--- src/rtl/exc_entry_pkg.sv ---
package exc_entry_pkg;

   // Build a one-hot mask of the given width from a bit index.
   function automatic logic [63:0] bit_mask(input int unsigned idx);
      logic [63:0] m;
      m = '0;
      m[idx] = 1'b1;
      return m;
   endfunction

   // Adjustment applied to the saved PC, chosen from two entry conditions.
   typedef enum logic [1:0] {
      EPC_SAME  = 2'd0,
      EPC_MINUS = 2'd1,
      EPC_PLUS  = 2'd2
   } epc_adj_e;

endpackage

--- src/rtl/exc_cause_arb.sv ---
module exc_cause_arb #(
   parameter int unsigned CODE_W    = 5,
   parameter int unsigned NUM_EXC   = 14,
   parameter int unsigned CODE_TICK = 5,
   parameter int unsigned CODE_EXT  = 8,
   parameter int unsigned SR_W      = 16,
   parameter int unsigned TEE_BIT   = 1,
   parameter int unsigned IEE_BIT   = 2
) (
   input  logic [CODE_W-1:0] exc_code_i,
   input  logic              ext_irq_i,
   input  logic              tick_irq_i,
   input  logic [SR_W-1:0]   sr_i,
   output logic              take_o,
   output logic              sync_o,
   output logic              bad_o,
   output logic [CODE_W-1:0] code_o
);

   localparam logic [CODE_W-1:0] TICK_C = CODE_W'(CODE_TICK);
   localparam logic [CODE_W-1:0] EXT_C  = CODE_W'(CODE_EXT);

   logic sync_req;
   logic code_undef;
   logic tick_ok;
   logic ext_ok;

   assign sync_req   = (exc_code_i != '0);
   assign code_undef = (32'(exc_code_i) >= 32'(NUM_EXC));
   assign tick_ok    = tick_irq_i & sr_i[TEE_BIT];
   assign ext_ok     = ext_irq_i  & sr_i[IEE_BIT];

   // Priority: synchronous code, then timer, then external.
   always_comb begin
      take_o = 1'b0;
      sync_o = 1'b0;
      bad_o  = 1'b0;
      code_o = '0;
      if (sync_req) begin
         if (code_undef) begin
            bad_o = 1'b1;
         end else begin
            take_o = 1'b1;
            sync_o = 1'b1;
            code_o = exc_code_i;
         end
      end else if (tick_ok) begin
         take_o = 1'b1;
         code_o = TICK_C;
      end else if (ext_ok) begin
         take_o = 1'b1;
         code_o = EXT_C;
      end
   end

   // a taken cause always carries a defined, nonzero code
   always_comb begin
      if (take_o) begin
         p_code_defined_r10: assert (code_o != '0 && 32'(code_o) < 32'(NUM_EXC));
      end
   end

endmodule

--- src/rtl/exc_epc_unit.sv ---
module exc_epc_unit
   import exc_entry_pkg::*;
#(
   parameter int unsigned PC_W      = 32,
   parameter int unsigned INSN_BYTES = 4
) (
   input  logic            clk,
   input  logic            rst,
   input  logic            entry_i,
   input  logic [PC_W-1:0] pc_i,
   input  logic            dslot_i,
   input  logic            syscall_i,
   output logic [PC_W-1:0] epc_o
);

   localparam logic [PC_W-1:0] STEP = PC_W'(INSN_BYTES);

   epc_adj_e        adj;
   logic [PC_W-1:0] epc_next;
   logic [PC_W-1:0] epc_q;

   // Delay slot and system call cancel each other out.
   always_comb begin
      unique case ({dslot_i, syscall_i})
         2'b10:   adj = EPC_MINUS;
         2'b01:   adj = EPC_PLUS;
         default: adj = EPC_SAME;
      endcase
   end

   always_comb begin
      unique case (adj)
         EPC_MINUS: epc_next = pc_i - STEP;
         EPC_PLUS:  epc_next = pc_i + STEP;
         default:   epc_next = pc_i;
      endcase
   end

   always_ff @(posedge clk) begin
      if (rst) begin
         epc_q <= '0;
      end else if (entry_i) begin
         epc_q <= epc_next;
      end
   end

   assign epc_o = epc_q;

   // plain entry saves the current PC
   p_epc_plain_r2: assert property (@(posedge clk) disable iff (rst)
      (entry_i && !dslot_i && !syscall_i) |=> (epc_o == $past(pc_i)));

   // saved PC holds between entries
   p_epc_hold_r6: assert property (@(posedge clk) disable iff (rst)
      !entry_i |=> (epc_o == $past(epc_o)));

endmodule

--- src/rtl/exc_sr_unit.sv ---
module exc_sr_unit
   import exc_entry_pkg::*;
#(
   parameter int unsigned SR_W     = 16,
   parameter int unsigned SM_BIT   = 0,
   parameter int unsigned TEE_BIT  = 1,
   parameter int unsigned IEE_BIT  = 2,
   parameter int unsigned DME_BIT  = 3,
   parameter int unsigned IME_BIT  = 4,
   parameter int unsigned DSX_BIT  = 13
) (
   input  logic            clk,
   input  logic            rst,
   input  logic            entry_i,
   input  logic            dslot_i,
   input  logic [SR_W-1:0] sr_i,
   output logic [SR_W-1:0] sr_o,
   output logic [SR_W-1:0] esr_o
);

   localparam logic [SR_W-1:0] SM_M  = SR_W'(bit_mask(SM_BIT));
   localparam logic [SR_W-1:0] DSX_M = SR_W'(bit_mask(DSX_BIT));
   localparam logic [SR_W-1:0] CLR_M = SR_W'(bit_mask(TEE_BIT) | bit_mask(IEE_BIT) |
                                             bit_mask(DME_BIT) | bit_mask(IME_BIT));

   logic [SR_W-1:0] sr_marked;
   logic [SR_W-1:0] sr_entry;
   logic [SR_W-1:0] sr_q;
   logic [SR_W-1:0] esr_q;

   assign sr_marked = dslot_i ? (sr_i | DSX_M) : sr_i;
   assign sr_entry  = (sr_marked & ~CLR_M) | SM_M;

   always_ff @(posedge clk) begin
      if (rst) begin
         sr_q  <= SM_M;
         esr_q <= '0;
      end else if (entry_i) begin
         sr_q  <= sr_entry;
         esr_q <= sr_marked;
      end else begin
         sr_q  <= sr_i;
      end
   end

   assign sr_o  = sr_q;
   assign esr_o = esr_q;

   // entry forces supervisor and clears every enable
   p_sr_forced_r6: assert property (@(posedge clk) disable iff (rst)
      entry_i |=> (sr_o[SM_BIT] && !sr_o[TEE_BIT] && !sr_o[IEE_BIT] &&
                   !sr_o[DME_BIT] && !sr_o[IME_BIT]));

   // saved status is the pre-rewrite value
   p_esr_copy_r5: assert property (@(posedge clk) disable iff (rst)
      entry_i |=> (esr_o == ($past(sr_i) | ($past(dslot_i) ? DSX_M : '0))));

   // between entries the status tracks the core and the copy holds
   p_sr_track_r6: assert property (@(posedge clk) disable iff (rst)
      !entry_i |=> (sr_o == $past(sr_i) && esr_o == $past(esr_o)));

   // delay-slot entry leaves the marker set
   p_dsx_set_r3: assert property (@(posedge clk) disable iff (rst)
      (entry_i && dslot_i) |=> (sr_o[DSX_BIT] && esr_o[DSX_BIT]));

endmodule

--- src/rtl/exc_entry_ctrl.sv ---
module exc_entry_ctrl #(
   parameter int unsigned PC_W         = 32,
   parameter int unsigned SR_W         = 16,
   parameter int unsigned CODE_W       = 5,
   parameter int unsigned NUM_EXC      = 14,
   parameter int unsigned CODE_TICK    = 5,
   parameter int unsigned CODE_EXT     = 8,
   parameter int unsigned CODE_SYSCALL = 12,
   parameter int unsigned VEC_SHIFT    = 8,
   parameter int unsigned SM_BIT       = 0,
   parameter int unsigned TEE_BIT      = 1,
   parameter int unsigned IEE_BIT      = 2,
   parameter int unsigned DME_BIT      = 3,
   parameter int unsigned IME_BIT      = 4,
   parameter int unsigned DSX_BIT      = 13
) (
   input  logic              clk,
   input  logic              rst,
   input  logic [PC_W-1:0]   pc_i,
   input  logic [SR_W-1:0]   sr_i,
   input  logic              dslot_i,
   input  logic [CODE_W-1:0] exc_code_i,
   input  logic              ext_irq_i,
   input  logic              tick_irq_i,
   output logic              entry_valid_o,
   output logic [PC_W-1:0]   new_pc_o,
   output logic              tlb_flush_o,
   output logic              dslot_clr_o,
   output logic              exc_ack_o,
   output logic              err_o,
   output logic [PC_W-1:0]   epc_o,
   output logic [SR_W-1:0]   esr_o,
   output logic [SR_W-1:0]   sr_o
);

   localparam logic [CODE_W-1:0] SYSCALL_C = CODE_W'(CODE_SYSCALL);

   // Elaboration-time parameter checks
   if (NUM_EXC > (1 << CODE_W)) begin : g_chk_codes
      $error("NUM_EXC does not fit in CODE_W bits");
   end
   if (CODE_W + VEC_SHIFT > PC_W) begin : g_chk_vec
      $error("handler vector does not fit in PC_W bits");
   end
   if (SM_BIT >= SR_W || TEE_BIT >= SR_W || IEE_BIT >= SR_W ||
       DME_BIT >= SR_W || IME_BIT >= SR_W || DSX_BIT >= SR_W) begin : g_chk_bits
      $error("status bit position outside SR_W");
   end
   if (CODE_TICK == 0 || CODE_TICK >= NUM_EXC ||
       CODE_EXT == 0 || CODE_EXT >= NUM_EXC ||
       CODE_SYSCALL == 0 || CODE_SYSCALL >= NUM_EXC) begin : g_chk_cause
      $error("interrupt or system-call code outside defined range");
   end

   logic              take;
   logic              sync;
   logic              bad;
   logic [CODE_W-1:0] code;
   logic              syscall;

   exc_cause_arb #(
      .CODE_W   (CODE_W),
      .NUM_EXC  (NUM_EXC),
      .CODE_TICK(CODE_TICK),
      .CODE_EXT (CODE_EXT),
      .SR_W     (SR_W),
      .TEE_BIT  (TEE_BIT),
      .IEE_BIT  (IEE_BIT)
   ) arb_i (
      .exc_code_i(exc_code_i),
      .ext_irq_i (ext_irq_i),
      .tick_irq_i(tick_irq_i),
      .sr_i      (sr_i),
      .take_o    (take),
      .sync_o    (sync),
      .bad_o     (bad),
      .code_o    (code)
   );

   assign syscall = sync && (code == SYSCALL_C);

   exc_epc_unit #(
      .PC_W      (PC_W),
      .INSN_BYTES(4)
   ) epc_i (
      .clk      (clk),
      .rst      (rst),
      .entry_i  (take),
      .pc_i     (pc_i),
      .dslot_i  (dslot_i),
      .syscall_i(syscall),
      .epc_o    (epc_o)
   );

   exc_sr_unit #(
      .SR_W   (SR_W),
      .SM_BIT (SM_BIT),
      .TEE_BIT(TEE_BIT),
      .IEE_BIT(IEE_BIT),
      .DME_BIT(DME_BIT),
      .IME_BIT(IME_BIT),
      .DSX_BIT(DSX_BIT)
   ) sr_i_unit (
      .clk    (clk),
      .rst    (rst),
      .entry_i(take),
      .dslot_i(dslot_i),
      .sr_i   (sr_i),
      .sr_o   (sr_o),
      .esr_o  (esr_o)
   );

   assign entry_valid_o = take;
   assign tlb_flush_o   = take;
   assign new_pc_o      = take ? (PC_W'(code) << VEC_SHIFT) : '0;
   assign dslot_clr_o   = take & dslot_i;
   assign exc_ack_o     = take & sync;
   assign err_o         = bad;

   // handler address aligned and nonzero on entry
   p_vec_aligned_r1: assert property (@(posedge clk) disable iff (rst)
      entry_valid_o |-> (new_pc_o[VEC_SHIFT-1:0] == '0 && new_pc_o != '0));

   // an undefined code never enters
   p_err_no_entry_r10: assert property (@(posedge clk) disable iff (rst)
      err_o |-> (!entry_valid_o && !tlb_flush_o));

   // an enabled timer with no synchronous code wins
   p_tick_wins_r8: assert property (@(posedge clk) disable iff (rst)
      (exc_code_i == '0 && tick_irq_i && sr_i[TEE_BIT]) |->
         (entry_valid_o && new_pc_o == (PC_W'(CODE_TICK) << VEC_SHIFT)));

   // masked interrupts alone never enter
   p_irq_masked_r7: assert property (@(posedge clk) disable iff (rst)
      (exc_code_i == '0 && !(tick_irq_i && sr_i[TEE_BIT]) &&
       !(ext_irq_i && sr_i[IEE_BIT])) |-> !entry_valid_o);

   // acknowledge only on synchronous entries
   p_ack_sync_r11: assert property (@(posedge clk) disable iff (rst)
      exc_ack_o |-> (entry_valid_o && exc_code_i != '0));

endmodule

--- config.mk ---
export PLATFORM = sky130hd
export DESIGN_NAME = exc_entry_ctrl
export DESIGN_NICKNAME = d
export VERILOG_FILES = /design/src/rtl/exc_entry_pkg.sv /design/src/rtl/exc_cause_arb.sv /design/src/rtl/exc_epc_unit.sv /design/src/rtl/exc_sr_unit.sv /design/src/rtl/exc_entry_ctrl.sv
export SDC_FILE = /design/constraint.sdc
export NUM_CORES = 1
export LEC_CHECK = 0
export BUFFER_PORTS_ARGS = -buffer_cell sky130_fd_sc_hd__buf_2
export CAP_MARGIN = 20
export CORE_UTILIZATION = 45
export DETAILED_ROUTE_END_ITERATION = 12
export PLACE_DENSITY = 0.76
export SLEW_MARGIN = 5
export SYNTH_ARGS = -nofsm -noshare
export SYNTH_HDL_FRONTEND = slang
export SYNTH_SLANG_ARGS = --single-unit
--- constraint.sdc ---
create_clock -name clk -period 5.3 [get_ports clk]
set_clock_uncertainty 0.15 [all_clocks]
set_input_delay 1.06 -clock clk [delete_from_list [all_inputs] [get_ports clk]]
set_output_delay 1.06 -clock clk [all_outputs]
set_load 0.1 [all_outputs]
After elaboration in Yosys (flattened, before gate mapping)
Index checks and enable logic that the tools add are counted.
Widths: inputs -> output; s select.
- flip-flop bits (word level): 64
- input bits: 58
- output and inout bits: 101
- logic and storage cells: 35
- $add $sub $neg: 2
- order comparisons: 1
- equal/unequal tests: 5
- mux-type cells: 16
- bitwise gates (word level): 4
- reduce and logical (&&, ||, !) cells: 3
- operators with widths (operator ; count):
    $pmux 32 s2 ; 1
    $add 32x3->32 const B ; 1
    $sub 32x3->32 const B ; 1
    $mux 14 ; 2
    $mux 5 ; 3
    $mux 13 ; 1
    $mux 1 ; 7
    $eq 5x4->1 const B ; 1
    $ge 5x4->1 const B ; 1
    $reduce_bool 5->1 ; 1
    $and 1x1->1 ; 4
    $eq 2x1->1 const B ; 2
    $eq 2x2->1 const B ; 2
    $mux 4 ; 1
    $pmux 2 s2 ; 1
    $reduce_or 2->1 ; 1
    $logic_and 1x1->1 ; 1

Depth between registers and ports, before layout
- depth in word-level cells: 10
- depth in mapped cells: 16

Hierarchy
Synthesis repeated with hierarchy kept, for this count alone.
- cell total of the unflattened synthesis: 523
- area, all modules: 4354.2 um2
- modules (own cells, without submodules) (module ; times used ; cells an instance ; area each (um2) ; seq. area each (um2)):
    exc_epc_unit ; 1 ; 375 ; 2914.0 ; 640.6
    exc_sr_unit ; 1 ; 88 ; 1001.0 ; 640.6
    exc_entry_ctrl ; 1 ; 38 ; 282.8 ; 0.0
    exc_cause_arb ; 1 ; 22 ; 156.4 ; 0.0

Worst setup path before layout
Ideal clock, no wire load.
- path type: input-to-reg
- start: input exc_code_i[0]
- end: register epc_i.epc_q[26] (netlist: epc_i.epc_o[26])
- library setup time: 91 ps
- data arrival time: 5843 ps
- required time: 5059 ps
- path slack: -784 ps
- stages: 15
- path through: or4_1 > a211oi_1 > a32o_1 > nor4b_1 > ha_1 > inv_1 > ha_1 > a21oi_1 > o21ai_0 > a311oi_2 > o31ai_2 > a21oi_2 > a21oi_2 > or4b_1 > a311oi_1
- cells in the longest elaborated chain, start to end: 9
- elaborated cells between the ends (all ways): 15
- those cells by class: order compare: 1; eq/ne: 5; mux: 7; reduce/logical: 2
- ends and longest elaborated chain (item ; line ; source):
    start, declared ; exc_entry_ctrl.sv:22 ; input logic [CODE_W-1:0] exc_code_i,
    $ge 5x4->1 ; exc_cause_arb.sv:29 ; assign code_undef = (32'(exc_code_i) >= 32'(NUM_EXC));
    $mux 5 ; exc_cause_arb.sv:40 ; if (code_undef) begin
    $mux 5 ; exc_cause_arb.sv:39 ; if (sync_req) begin
    $eq 5x4->1 ; exc_entry_ctrl.sv:80 ; assign syscall = sync && (code == SYSCALL_C);
    $logic_and 1x1->1 ; exc_entry_ctrl.sv:80 ;
    $eq 2x1->1 / $eq 2x2->1 (equally long branches) ; exc_epc_unit.sv:24 ; unique case ({dslot_i, syscall_i})
    $pmux 2 s2 ; exc_epc_unit.sv:24 ;
    $eq 2x2->1 / $eq 2x1->1 (equally long branches) ; exc_epc_unit.sv:32 ; unique case (adj)
    $pmux 32 s2 ; exc_epc_unit.sv:32 ;
    end signal, assigned ; exc_epc_unit.sv:43 ; epc_q <= epc_next;
    end, declared ; exc_epc_unit.sv:20 ; logic [PC_W-1:0] epc_q;
Parallel ways exist; a longest one is shown, timed or not.
A chain may end at the register's enable or synchronous reset.

Worst setup path in the final report
- start: input exc_code_i[0]
- end: register epc_i.epc_q[31] (netlist: epc_i.epc_o[31])
Same word-level chain as after synthesis.

==> impl_metrics.csv <==
group,metric,value,unit
worst_hold_path,hold_class,"reg2reg",
clocking,clk_latency,0.34,ns
worst_setup_path,startpoint_type,"primary input",
drt,first_iter_violations,142,
timing,max_slew_margin,64.4,%
worst_hold_path,hold-path-endpoint,"epc_i.epc_o[3]",
worst_setup_path,r2r_cells,2,
timing,hold_violations,0,
clocking,ctsHoldBuffers,0,
drt,vias,4440,
placement,placed_area,0.00526,mm²
worst_setup_path,crit_path_end_kind,"register",
drt,drc,0,
worst_hold_path,hp-start,"epc_i.epc_o[3]",
worst_setup_path,r2r_slack,4.41,ns
placement,placed_cells,827,
timing,rsz0062_at_grt,"no",
timing,fin_worst_hold_slack,0.301,ns
clocking,cts-root-buf,"clkbuf_8",
grt,grt_pass1_vias,4018,
synth,synth_area_leaders,"dfxtp_1, ha_1, a21oi_1",
drt,first_pass_iters,6,
worst_setup_path,critPathBufInv,3,
synth,yosysUniqueCellTypes,58,
grt,grt_remaining_overflow,0,
die,rows,35,
grt,antenna_found_initial,0,
placement,dp_slack,0.0272,ns
timing,tightest_slew,0.534,ns
clocking,cts_tree,"built",
placement,dpl.hpwl,9130,µm
timing,setup_slack,0.346,ns
worst_setup_path,r2r-start,"epc_i.epc_o[21]",
timing,finalCritPeriodShare,93.5,%
synth,yosysWarnings,0,
synth,synth_area,0.00442,mm²
worst_setup_path,crit_arrival,5.07,ns
clocking,htree_levels,3,
synth,synth_common_cells,"nand2_1, dfxtp_1, a21oi_1",
worst_setup_path,worst_path_largest_cell_delay,0.56,ns
synth,synth_edf_count,0,
grt,grt_usage,23.6,%
placement,io_buffers,130,
run_status,status,"finished, final reports clean",
timing,setup_tns,0,ns
drt,finalWirelength,12100,µm
cells_and_area,diodes,0,
pwr,power.density,312,mW/mm²
worst_setup_path,r2r-end,"epc_i.epc_o[21]",
cells_and_area,area_growth,24.2,%
synth,synth-seq-cells,64,
die,die_area,0.0102,mm²
clocking,cts_buffer_depth,2,
clocking,cts_sinks,64,
timing,max_freq,202,MHz
worst_setup_path,required,5.42,ns
clocking,clkSlewWorstSetupHoldPaths,0.08,ns
cells_and_area,final_net_count,798,
grt,grt_pass1_wl,19000,µm
clocking,postCtsSetupRepairBufs,0,
synth,synth_top_cell_by_area,"dfxtp_1",
timing,post-route-min-period,4.95,ns
die,die_x,101,µm
synth,ys_async_sr_fraction,0,%
cells_and_area,final_cells,843,
cells_and_area,drive_gt1_share,26.3,%
pwr,p_leak,2.54,nW
die,coreArea,0.00937,mm²
worst_setup_path,path_class,"in2reg",
drt,wl_per_cell,14.3,µm
die,die_h,101,µm
worst_setup_path,crit_family,"simple AND/OR/NAND/NOR gates",
timing,report.final.slew_viol_count,0,
worst_setup_path,path_max_fanout,29,
worst_setup_path,cp_cell_sequence,"buf_2 -> or4_1 -> a211oi_2 -> a32o_4 -> nor4b_4 -> ha_4 -> clkinvlp_4 -> buf_12 -> ha_1 -> nand3_1 -> o22ai_1 -> a22oi_1 -> a21oi_1 -> nor3b_2 -> o211ai_1 -> or3_1 -> o211ai_1",
synth,syn_inst,580,
clocking,cts_resized,0,
synth,netlist.area_leader.share,29.0,%
placement,place_congestion,0.938,
pwr,ir_drop,0.000147,V
cells_and_area,final_cell_area,0.00549,mm²
synth,ys_seq_area_share,29.0,%
clocking,numCtsBuffers,9,
worst_setup_path,slowest_stage,"or4_1",
synth,yosysMostFrequentCell,"nand2_1",
synth,synthFlopType,"dfxtp_1",
timing,setup_viol,0,
drt,ant_nets,0,
drt,routed_via_density,5.27,
worst_setup_path,cpMostUsedCell,"o211ai_1",
worst_hold_path,hold_depth,2,
synth,syn_area_per_cell,7.62,µm²
grt,grt_max_degree,55,
run,drv_cap,0,
die,io_pins,159,
die,start_util,47.1,%
sequential cells by signal (all words and copies together) (netlist names):
| name | count |
|---|---|
| sr_i_unit.sr_o | 16 |
| sr_i_unit.esr_o | 16 |
| epc_i.epc_o | 32 |
final cells by class:
class                           count  area, µm²
Timing Repair Buffer              154        843
Fill cell                         946       3880
Sequential cell                    64       1280
Clock buffer                        9        124
Clock inverter                      7        103
Tap cell                          129        161
Inverter                           16       63.8
Multi-Input combinational cell    464       2910
worst max-delay path by stage:
stage | startpoint | endpoint | slack, ns | cells past startpoint
after floorplan | exc_code_i[0] | epc_i.epc_o[26] | -0.32 | 15
after global placement | exc_code_i[0] | epc_i.epc_o[26] | 0.14 | 17
after detailed placement | exc_code_i[0] | epc_i.epc_o[31] | 0.03 | 17
after CTS | exc_code_i[0] | epc_i.epc_o[31] | 0.37 | 17
after global routing | exc_code_i[0] | epc_i.epc_o[31] | 0.13 | 17
final | exc_code_i[0] | epc_i.epc_o[31] | 0.35 | 17
kinds of logic (layout without fill, tap and decap cells):
group | Yosys count | count (layout) | synth area share [%]
simple gates | 203 | 203 | 21.9
compound gates | 171 | 171 | 24.3
buf+inv | 79 | 186 | 9.35
flops | 64 | 64 | 29.0
fa+ha+maj | 31 | 31 | 8.95
xor+xnor | 22 | 22 | 4.36
mux | 9 | 9 | 2.04
other cells | 1 | 28 | 0.0849
power breakdown:
group	switching [mW]	internal, mW	leakage (nW)	total [mW]
clock network	0.218	0.270	0.110	0.488
logic	0.545	0.149	1.90	0.694
registers	0.0151	0.515	0.530	0.530
total	0.778	0.934	2.54	1.71
worst register-to-register path: cells and delay by family (launching register included):
| kind | cells | cell delay (ns) |
|---|---|---|
| compound gates | 2 | 0.31 |
| flops | 1 | 0.34 |
routing by layer:
metal / wire length, µm / vias up / GRT usage, % / part of all wire, %
met1: 5550 / 2044 / 29.7 / 46
met4: 155 / 0 / 8.92 / 1.3
met2: 5730 / 137 / 40.6 / 47
li1: - / 2247 / - / -
met5: 0 / - / 0 / 0
met3: 647 / 12 / 3.68 / 5.4
cells in the final DEF (no fill, tap or decap), types with 14 or more instances in the layout:
| cell | netlist | final |
|---|---|---|
| buf_2 | 6 | 130 |
| nand2_1 | 72 | 72 |
| dfxtp_1 | 64 | 64 |
| a21oi_1 | 60 | 60 |
| nor2_1 | 53 | 53 |
| conb_1 | 1 | 28 |
| ha_1 | 30 | 26 |
| buf_4 | 29 | 23 |
| o21ai_0 | 22 | 22 |
| inv_1 | 15 | 14 |
| nor2b_1 | 14 | 14 |
| o21ai_1 | 14 | 14 |
per-stage QoR:
stage	util [%]	total power, mW
final	58.6	1.71
after floorplan	-	1.12
after detailed placement	56.1	1.23
after CTS	58.6	1.73
after global placement	56.1	1.23
after global routing	58.6	1.79
Power figures use the tool's default switching activity.
